**src/rtl/sync_rx_fifo_pkg.sv**
```systemverilog
package sync_rx_fifo_pkg;

  localparam int unsigned LEVEL_W = 4;
  localparam logic [7:0]  CFG_OPCODE = 8'hCA;
  localparam logic [15:0] READ_CMD   = 16'hB000;
  localparam logic [15:0] CFG_POR    = 16'hCA80;

  typedef struct packed {
    logic [LEVEL_W-1:0] level;
    logic               start_always;
    logic               fill_en;
    logic               rst_sens_off;
  } rx_cfg_t;

  // Field extraction from {word[7:4], word[2:0]}; bit 3 is reserved.
  function automatic rx_cfg_t cfg_unpack(input logic [LEVEL_W+2:0] f);
    rx_cfg_t c;
    c.level        = f[LEVEL_W+2:3];
    c.start_always = f[2];
    c.fill_en      = f[1];
    c.rst_sens_off = f[0];
    return c;
  endfunction

  // Effective interrupt threshold: a level of zero behaves as one.
  function automatic logic [LEVEL_W:0] irq_threshold(input logic [LEVEL_W-1:0] lvl);
    return (lvl == '0) ? (LEVEL_W+1)'(1) : {1'b0, lvl};
  endfunction

endpackage

```
**src/rtl/sfifo_cmd_decode.sv**
```systemverilog
module sfifo_cmd_decode
  import sync_rx_fifo_pkg::*;
(
  input  logic        clk,
  input  logic        rst_n,
  input  logic        cmd_valid,
  input  logic [15:0] cmd_word,
  output rx_cfg_t     cfg,
  output logic        cfg_wr,
  output logic        rd_req
);

  assign cfg_wr = cmd_valid && (cmd_word[15:8] == CFG_OPCODE);
  assign rd_req = cmd_valid && (cmd_word == READ_CMD);

  always_ff @(posedge clk) begin
    if (!rst_n) begin
      cfg <= cfg_unpack({CFG_POR[7:4], CFG_POR[2:0]});
    end else if (cfg_wr) begin
      cfg <= cfg_unpack({cmd_word[7:4], cmd_word[2:0]});
    end
  end

endmodule

```
**src/rtl/sfifo_sync_hunt.sv**
```systemverilog
module sfifo_sync_hunt #(
  parameter int unsigned   SYNC_W    = 16,
  parameter logic [SYNC_W-1:0] SYNC_WORD = 16'h2DD4
) (
  input  logic clk,
  input  logic rst_n,
  input  logic bit_valid,
  input  logic bit_data,
  input  logic fill_en,
  input  logic start_always,
  output logic gate_open,
  output logic sync_hit,
  output logic locked
);

  localparam int unsigned HW = $clog2(SYNC_W + 1);
  localparam logic [HW-1:0] SEEN_NEED = HW'(SYNC_W - 1);

  logic [SYNC_W-2:0] hist_q;
  logic [HW-1:0]     seen_q;
  logic [SYNC_W-1:0] window;
  logic              searching;
  logic              enough;

  assign searching = fill_en && !start_always && !locked;
  assign window    = {hist_q, bit_data};
  assign enough    = (seen_q >= SEEN_NEED);
  assign sync_hit  = searching && bit_valid && enough && (window == SYNC_WORD);
  assign gate_open = fill_en && (start_always || locked);

  always_ff @(posedge clk) begin
    if (!rst_n || !searching) begin
      hist_q <= '0;
      seen_q <= '0;
    end else if (bit_valid) begin
      hist_q <= window[SYNC_W-2:0];
      if (!enough) seen_q <= seen_q + 1'b1;
    end
  end

  always_ff @(posedge clk) begin
    if (!rst_n || !fill_en) locked <= 1'b0;
    else if (sync_hit)      locked <= 1'b1;
  end

endmodule

```
**src/rtl/sfifo_bit_store.sv**
```systemverilog
module sfifo_bit_store #(
  parameter int unsigned DEPTH  = 16,
  parameter int unsigned BYTE_W = 8,
  parameter int unsigned CW     = $clog2(DEPTH + 1)
) (
  input  logic              clk,
  input  logic              rst_n,
  input  logic              push_req,
  input  logic              push_bit,
  input  logic              pop_req,
  output logic [BYTE_W-1:0] pop_data,
  output logic [CW-1:0]     fill_count,
  output logic              push_ok,
  output logic              push_drop,
  output logic              ovf
);

  localparam logic [CW-1:0] FULL_C = CW'(DEPTH);
  localparam logic [CW-1:0] BYTE_C = CW'(BYTE_W);

  logic [DEPTH-1:0] bits_q, bits_mid, bits_d;
  logic [CW-1:0]    cnt_mid;

  // Count left after removing one byte, never below zero.
  function automatic logic [CW-1:0] after_pop(input logic [CW-1:0] c);
    return (c > BYTE_C) ? (c - BYTE_C) : '0;
  endfunction

  assign pop_data  = bits_q[DEPTH-1 -: BYTE_W];
  assign cnt_mid   = pop_req ? after_pop(fill_count) : fill_count;
  assign bits_mid  = pop_req ? (bits_q << BYTE_W) : bits_q;
  assign push_ok   = push_req && (cnt_mid < FULL_C);
  assign push_drop = push_req && (cnt_mid == FULL_C);

  // Unused positions are kept at zero, so a short pop pads with zeros.
  always_comb begin
    bits_d = bits_mid;
    for (int i = 0; i < DEPTH; i++) begin
      if (push_ok && (CW'(DEPTH - 1 - i) == cnt_mid)) bits_d[i] = push_bit;
    end
  end

  always_ff @(posedge clk) begin
    if (!rst_n) begin
      bits_q     <= '0;
      fill_count <= '0;
      ovf        <= 1'b0;
    end else begin
      bits_q     <= bits_d;
      fill_count <= cnt_mid + (push_ok ? CW'(1) : CW'(0));
      if (push_drop)    ovf <= 1'b1;
      else if (pop_req) ovf <= 1'b0;
    end
  end

endmodule

```
**src/rtl/sync_rx_fifo.sv**
```systemverilog
module sync_rx_fifo
  import sync_rx_fifo_pkg::*;
#(
  parameter int unsigned       DEPTH     = 16,
  parameter int unsigned       BYTE_W    = 8,
  parameter int unsigned       SYNC_W    = 16,
  parameter logic [SYNC_W-1:0] SYNC_WORD = 16'h2DD4
) (
  input  logic              clk,
  input  logic              rst_n,
  input  logic              bit_valid,
  input  logic              bit_data,
  input  logic              cmd_valid,
  input  logic [15:0]       cmd_word,
  input  logic              fifo_en,
  output logic              rsp_valid,
  output logic [BYTE_W-1:0] rsp_data,
  output logic              irq,
  output logic              fifo_ovf,
  output logic              glitch_rst_off
);

  localparam int unsigned CW = $clog2(DEPTH + 1);

  rx_cfg_t           cfg;
  logic              cfg_wr, rd_req, pop_go;
  logic              cfg_fill_en;
  logic              gate_open, sync_hit, locked;
  logic              push_ok, push_drop;
  logic [CW-1:0]     fill_count;
  logic [BYTE_W-1:0] pop_data;

  sfifo_cmd_decode u_dec (
    .clk       (clk),
    .rst_n     (rst_n),
    .cmd_valid (cmd_valid),
    .cmd_word  (cmd_word),
    .cfg       (cfg),
    .cfg_wr    (cfg_wr),
    .rd_req    (rd_req)
  );

  assign cfg_fill_en    = cfg.fill_en;
  assign glitch_rst_off = cfg.rst_sens_off;
  assign pop_go         = rd_req && fifo_en;

  sfifo_sync_hunt #(.SYNC_W(SYNC_W), .SYNC_WORD(SYNC_WORD)) u_hunt (
    .clk          (clk),
    .rst_n        (rst_n),
    .bit_valid    (bit_valid),
    .bit_data     (bit_data),
    .fill_en      (cfg.fill_en),
    .start_always (cfg.start_always),
    .gate_open    (gate_open),
    .sync_hit     (sync_hit),
    .locked       (locked)
  );

  sfifo_bit_store #(.DEPTH(DEPTH), .BYTE_W(BYTE_W), .CW(CW)) u_store (
    .clk        (clk),
    .rst_n      (rst_n),
    .push_req   (bit_valid && gate_open),
    .push_bit   (bit_data),
    .pop_req    (pop_go),
    .pop_data   (pop_data),
    .fill_count (fill_count),
    .push_ok    (push_ok),
    .push_drop  (push_drop),
    .ovf        (fifo_ovf)
  );

  assign irq = (32'(fill_count) >= 32'(irq_threshold(cfg.level)));

  always_ff @(posedge clk) begin
    if (!rst_n) begin
      rsp_valid <= 1'b0;
      rsp_data  <= '0;
    end else begin
      rsp_valid <= rd_req;
      rsp_data  <= pop_go ? pop_data : '0;
    end
  end

endmodule

```
**config.mk**
```make
export PLATFORM = sky130hd
export DESIGN_NAME = sync_rx_fifo
export DESIGN_NICKNAME = d
export VERILOG_FILES = /design/src/rtl/sync_rx_fifo_pkg.sv /design/src/rtl/sfifo_cmd_decode.sv /design/src/rtl/sfifo_sync_hunt.sv /design/src/rtl/sfifo_bit_store.sv /design/src/rtl/sync_rx_fifo.sv
export SDC_FILE = /design/constraint.sdc
export NUM_CORES = 1
export LEC_CHECK = 0
export BUFFER_PORTS_ARGS = -buffer_cell sky130_fd_sc_hd__buf_2
export CORE_UTILIZATION = 50
export DETAILED_ROUTE_END_ITERATION = 12
export HOLD_SLACK_MARGIN = 0.08
export PLACE_DENSITY = 0.81
export SLEW_MARGIN = 5
export SYNTH_ARGS = -nofsm -noshare
export SYNTH_HDL_FRONTEND = slang
export SYNTH_SLANG_ARGS = --single-unit
export TNS_END_PERCENT = 30
```
**constraint.sdc**
```tcl
create_clock -name clk -period 4.38 [get_ports clk]
set_clock_uncertainty 0.05 [all_clocks]
set_input_delay 0.876 -clock clk [delete_from_list [all_inputs] [get_ports clk]]
set_output_delay 0.876 -clock clk [all_outputs]
set_load 0.01 [all_outputs]
```
== After elaboration in Yosys (flattened, before gate mapping) ==
Cells that the tools add are included.

* Bits of input ports: 22
* Flip-flop bits (word level): 59
* Word-level logic and storage cells: 134
* Output and inout bits: 12

* Equality and inequality tests: 19
* Multiplexer cells: 23
* Order comparisons: 4
* $add $sub $neg: 3
* Reduce and logical (&&, ||, !) cells: 57
* Bitwise operators: 1

{| class="wikitable"
|+ Operator list
! kind !! count
|-
| $eq 4x5->1 const A || 8
|-
| $reduce_bool 2->1 || 17
|-
| $logic_and 1x1->1 || 28
|-
| $eq 3x5->1 const A || 4
|-
| $mux 1 || 19
|-
| $eq 16x14->1 const B || 1
|-
| $eq 16x16->1 const B || 1
|-
| $mux 16 || 1
|-
| $eq 2x5->1 const A || 2
|-
| $mux 5 || 2
|-
| $eq 8x8->1 const B || 1
|-
| $add 5x1->5 const B || 1
|-
| $add 5x5->5 || 1
|-
| $eq 1x5->1 const A || 1
|-
| $eq 5x5->1 const B || 1
|-
| $ge 5x4->1 || 1
|-
| $ge 5x4->1 const B || 1
|-
| $gt 5x4->1 const B || 1
|-
| $logic_not 1->1 || 5
|-
| $logic_not 5->1 || 1
|-
| $lt 5x5->1 const B || 1
|-
| $sub 5x4->5 const B || 1
|-
| $logic_not 4->1 || 1
|-
| $mux 4 || 1
|-
| 3 further kinds || 6
|}

== Logic depth before layout (Yosys ltp) ==
* Depth after elaboration: 8
* Gate-level depth with buffers: 8
* Mapped depth without buffers: 8

== Cells and area by module ==
From an unflattened synthesis, not the netlist that was laid out.

* Cells, all modules: 309
* Area total of the unflattened synthesis: 3022.9 µm²

{| class="wikitable"
|+ Modules (own cells, without submodules)
! module !! instances !! cells each !! area each (µm²) !! seq. area each (µm²)
|-
| sfifo_bit_store || 1 || 137 || 1321.3 || 440.4
|-
| sfifo_sync_hunt || 1 || 91 || 917.1 || 420.4
|-
| sfifo_cmd_decode || 1 || 45 || 404.1 || 140.1
|-
| sync_rx_fifo || 1 || 36 || 380.4 || 180.2
|}

== Worst setup path after synthesis ==
OpenSTA, ideal clock, no wires.

* Kind: input -> register
* Start point: input port cmd_word[3]
* End point: register u_store.bits_q[10]
* Cell stages on the path: 6
* Data required time: 4211 ps
* Buffers on the path: 1
* Data arrival time: 2319 ps
* Path slack: 1892 ps
* Setup time: 119 ps
* Cells stage by stage: nor4b_4 and4_1 buf_6 a21oi_4 or4_4 o221a_1

* Word-level cells in the longest chain between the ends: 8
* Elaborated cells on any way between the ends: 10
* Those cells by class: 1 x order compare; 2 x eq/ne; 2 x mux; 5 x reduce/logical

{| class="wikitable"
|+ RTL lines
! element !! RTL line !! RTL
|-
| start, declared || sync_rx_fifo.sv:14 || <nowiki>input logic [15:0] cmd_word,</nowiki>
|-
| $eq 16x16->1 (*) || sfifo_cmd_decode.sv:14 || <nowiki>assign rd_req = cmd_valid && (cmd_word == READ_CMD);</nowiki>
|-
| $logic_and 1x1->1 (*) || sfifo_cmd_decode.sv:14 ||
|-
| $logic_and 1x1->1 (*) || sync_rx_fifo.sv:45 || <nowiki>assign pop_go = rd_req && fifo_en;</nowiki>
|-
| $mux 5 || sfifo_bit_store.sv:30 || <nowiki>assign cnt_mid = pop_req ? after_pop(fill_count) : fill_count;</nowiki>
|-
| $lt 5x5->1 || sfifo_bit_store.sv:32 || <nowiki>assign push_ok = push_req && (cnt_mid < FULL_C);</nowiki>
|-
| $logic_and 1x1->1 || sfifo_bit_store.sv:32 ||
|-
| $logic_and 1x1->1 || sfifo_bit_store.sv:39 || <nowiki>if (push_ok && (CW'(DEPTH - 1 - i) == cnt_mid)) bits_d[i] = push_bit;</nowiki>
|-
| $mux 1 / $reduce_bool 2->1 (equally long branches) || - ||
|-
| end signal, assigned || sfifo_bit_store.sv:49 || <nowiki>bits_q <= bits_d;</nowiki>
|-
| end, declared || sfifo_bit_store.sv:21 || <nowiki>logic [DEPTH-1:0] bits_q, bits_mid, bits_d;</nowiki>
|}

Mark *: on every way between the ends. The rest lies on a longest branch, timed or not.
A chain may end at the register's enable or synchronous reset.

== Worst setup path in the final report ==
* Start point: register u_dec.cfg[6] (netlist name)
* End point: output port irq

* Word-level cells in the longest chain between the ends: 3

{| class="wikitable"
|+ RTL lines
! element !! RTL line !! RTL
|-
| $logic_not 4->1 || sync_rx_fifo_pkg.sv:27 || <nowiki>return (lvl == '0) ? (LEVEL_W+1)'(1) : {1'b0, lvl};</nowiki>
|-
| $mux 4 (*) || sync_rx_fifo_pkg.sv:27 ||
|-
| $ge 5x4->1 (*) || sync_rx_fifo.sv:72 || <nowiki>assign irq = (32'(fill_count) >= 32'(irq_threshold(cfg.level)));</nowiki>
|-
| end, declared || sync_rx_fifo.sv:18 || <nowiki>output logic irq,</nowiki>
|}

Marks and branches as above.

==> flow_summary_export.csv <==
group,metric,value,unit
power,switching_power,236,µW
global_routing,grt_pass1_vias,2309,
cells_and_area,fill_cells,484,
power,p_leak,0.00131,µW
synth,synth.top_cell.area_share,0.413,
setup_path,worstPathArrival,2.00,ns
setup_path,startpoint_type,"register",
setup_path,r2r-end,"u_hunt.seen_q[2]",
setup_path,crit_type,"register to output pin",
cells_and_area,nets,359,
routing,viasPerCell,5.84,
placed_design,hpwl,3990,µm
sta,slew_violations,0,
clocking,cts_tree,"built",
routing,drtIter0Drc,185,
setup_path,timing.rr.start,"u_hunt.seen_q[0]",
synth,synth_area_leaders,"dfxtp_1, mux2i_1, nor2_1",
setup_path,required,3.45,ns
setup_path,r2r_slack,2.11,ns
synth,syn_inst,305,
clocking,cts_setup_buffers,0,
power,power_frac_comb,0.033,
synth,synth_warnings,0,
sta,slew_headroom,0.352,
clocking,ctsHoldBuffers,0,
cells_and_area,multi_input_comb_area,0.00155,mm²
power,vdd_drop_max,0.243,mV
routing,drtAntennaViolNets,0,
clocking,clock_latency,0.35,ns
routing,wl_per_cell,14.6,µm
synth,synth-adder-area-share,0.0263,
cells_and_area,syn_to_final_growth,12.7,%
sta,setup_viol,0,
clocking,cts_buffer_depth,2,
setup_path,cp_max_fo,2,
die,dieArea,0.00602,mm²
synth,synth_xor_area_frac,0.00919,
global_routing,antenna_found_initial,0,
die,coreArea,0.00551,mm²
sta,fmax,342,MHz
power,seq_power_share,0.485,
synth,async_flop_share,0,
synth,synth_top_family_by_area,"simple AND/OR/NAND/NOR gates",
sta,rsz0062_at_grt,"false",
synth,synth_nets,333,
clocking,clkTransAtPathRegs,0.07,ns
clocking,root_buffer,"clkbuf_8",
synth,synth_compound_area_frac,0.157,
worst_hold_path,whs_path_depth,2,
routing,drcViolationCount,0,
synth,ys.flop_type,"dfxtp_1",
clocking,cts_buffers,9,
global_routing,track_usage,0.219,
synth,synthSimpleGateAreaFrac,0.239,
placed_design,portBuffers,33,
synth,syn_area,0.00286,mm²
sta,min_period,2.93,ns
setup_path,end_kind,"output pin",
worst_hold_path,min_path_type,"register to register",
sta,finalWorstSetupSlack,1.45,ns
synth,synth_edf_count,0,
synth,synth.yosys.seq_area_share,0.413,
power,powerDensity,343,mW/mm²
sta,final_hold_viol_count,0,
sta,setup_tns,0,ns
cells_and_area,antenna_cells,0,
power,internal_power,870,µW
clocking,clock-sinks,59,
die,die_x,77.6,µm
die,placementRows,27,
synth,yosys.cell_count.top_type,"dfxtp_1",
synth,avgSynthCellArea,9.37,µm²
placed_design,post-place-ws,1.50,ns
die,start_util,0.519,
routing,drt-pass1-iter-count,4,
global_routing,grt_max_degree,26,
sta,finalCritPeriodShare,0.668,
power,p_sw_frac,0.214,
clocking,ctsResizeCount,0,
die,die_y,77.6,µm
synth,synth_area_leader_cell,"dfxtp_1",
synth,synth.area.mux_share,0.111,
synth,synthTopCellsByCount,"dfxtp_1, nor2_1, mux2i_1",
flow_run,drv_cap,0,
global_routing,grt-ovfl-total,0,
setup_path,cp-endpoint,"irq",
run_status,status,"complete, no violations",
die,ioPinCount,34,
routing,drt-total-wl,5950,µm
synth,synth_cell_types,61,
setup_path,critPathLaunch,"u_dec.cfg[6]",
routing,num_vias,2383,
cells_and_area,register_area,0.00118,mm²
clocking,htree_levels,3,
sta,worst_pin_slew,0.966,ns
cells_and_area,drive_above_1_share,0.199,
synth,synth_seq_cells,59,
placed_design,place.gp.congestion,0.879,
global_routing,grt_pass1_wl,10400,µm
setup_path,reg2reg_depth,7,
power,pwr-share-clk,0.482,
[power groups by stage]
stage | sequential (µW) | clock (µW) | combinational, µW
floorplan | 549 | 0 | 19.9
global placement | 549 | 0 | 35.7
detailed placement | 549 | 0 | 36.3
CTS | 537 | 538 | 36.7
global route | 536 | 561 | 40.3
finish | 537 | 533 | 36.5
[critical path, stage by stage (launching register included)]
cell      delay [ns]
dfxtp_1         0.34
inv_1           0.07
a31o_2          0.25
ha_1            0.27
nand2b_1        0.14
a21oi_1         0.14
nor2b_1         0.06
o21ai_0         0.16
nand2_1         0.10
buf_2           0.14
[layout make-up]
cell class / count / area share
sequential: 59 / 0.367
timing repair buffer: 33 / 0.0513
tap: 72 / 0.0280
clock inverter: 5 / 0.0241
inverter: 7 / 0.00816
clock buffer: 11 / 0.0408
multi-input combinational: 221 / 0.481
[layout by cell type (no fill, tap or decap), types with 7 or more instances in the layout]
cell type / n
a21oi_1: 18
and3_1: 10
buf_2: 33
clkbuf_8: 9
dfxtp_1: 59
inv_1: 7
mux2i_1: 26
nand2_1: 14
nor2_1: 40
o21ai_0: 7
[stage by stage]
| stage | instances | total power (µW) | hold WS (ns) | area (µm²) | util |
|---|---|---|---|---|---|
| 3_5_place_dp | 392 | 585 | 0.398 | 3010 | 0.547 |
| 3_3_place_gp | 392 | 584 | 0.395 | 3010 | 0.547 |
| 2_1_floorplan | 305 | 569 | 0.395 | 2860 | - |
| 6_report | 408 | 1110 | 0.412 | 3220 | 0.585 |
| 5_1_grt | 408 | 1140 | 0.436 | 3220 | 0.585 |
| 4_1_cts | 408 | 1110 | 0.407 | 3220 | 0.585 |
[cell families (layout without fill, tap and decap cells)]
family	Yosys count	after routing
adders and majority gates	6	6
xor gates and xnor gates	3	3
and+or+nand+nor	119	119
AOI/OAI and AO/OA	62	62
buffers and inverters	25	56
muxes	31	31
DFF	59	59
[registers in the layout, indices dropped and copies added, names as in the netlist]
| name | flops |
|---|---|
| u_dec.cfg | 7 |
| u_hunt.seen_q | 5 |
| u_store.ovf | 1 |
| u_hunt.locked | 1 |
| u_store.fill_count | 5 |
| u_store.bits_q | 16 |
| rsp_valid | 1 |
| rsp_data | 8 |
| u_hunt.hist_q | 15 |
[metal layers]
metal	track usage	routed length, µm
met1	0.268	2650
met2	0.365	2850
met3	0.0424	270
met4	0.111	182
met5	0	0
[worst min-delay path by stage]
| stage | startpoint | slack [ns] | to |
|---|---|---|---|
| after floorplan | u_dec.cfg[6] | 0.39 | u_dec.cfg[6] |
| after global placement | u_store.ovf | 0.39 | u_store.ovf |
| after detailed placement | u_store.ovf | 0.40 | u_store.ovf |
| after global routing | u_store.bits_q[12] | 0.44 | rsp_data[4] |
| final | u_store.ovf | 0.41 | u_store.ovf |
| after CTS | u_store.ovf | 0.41 | u_store.ovf |
No activity file was read; power rests on OpenSTA's default activity.
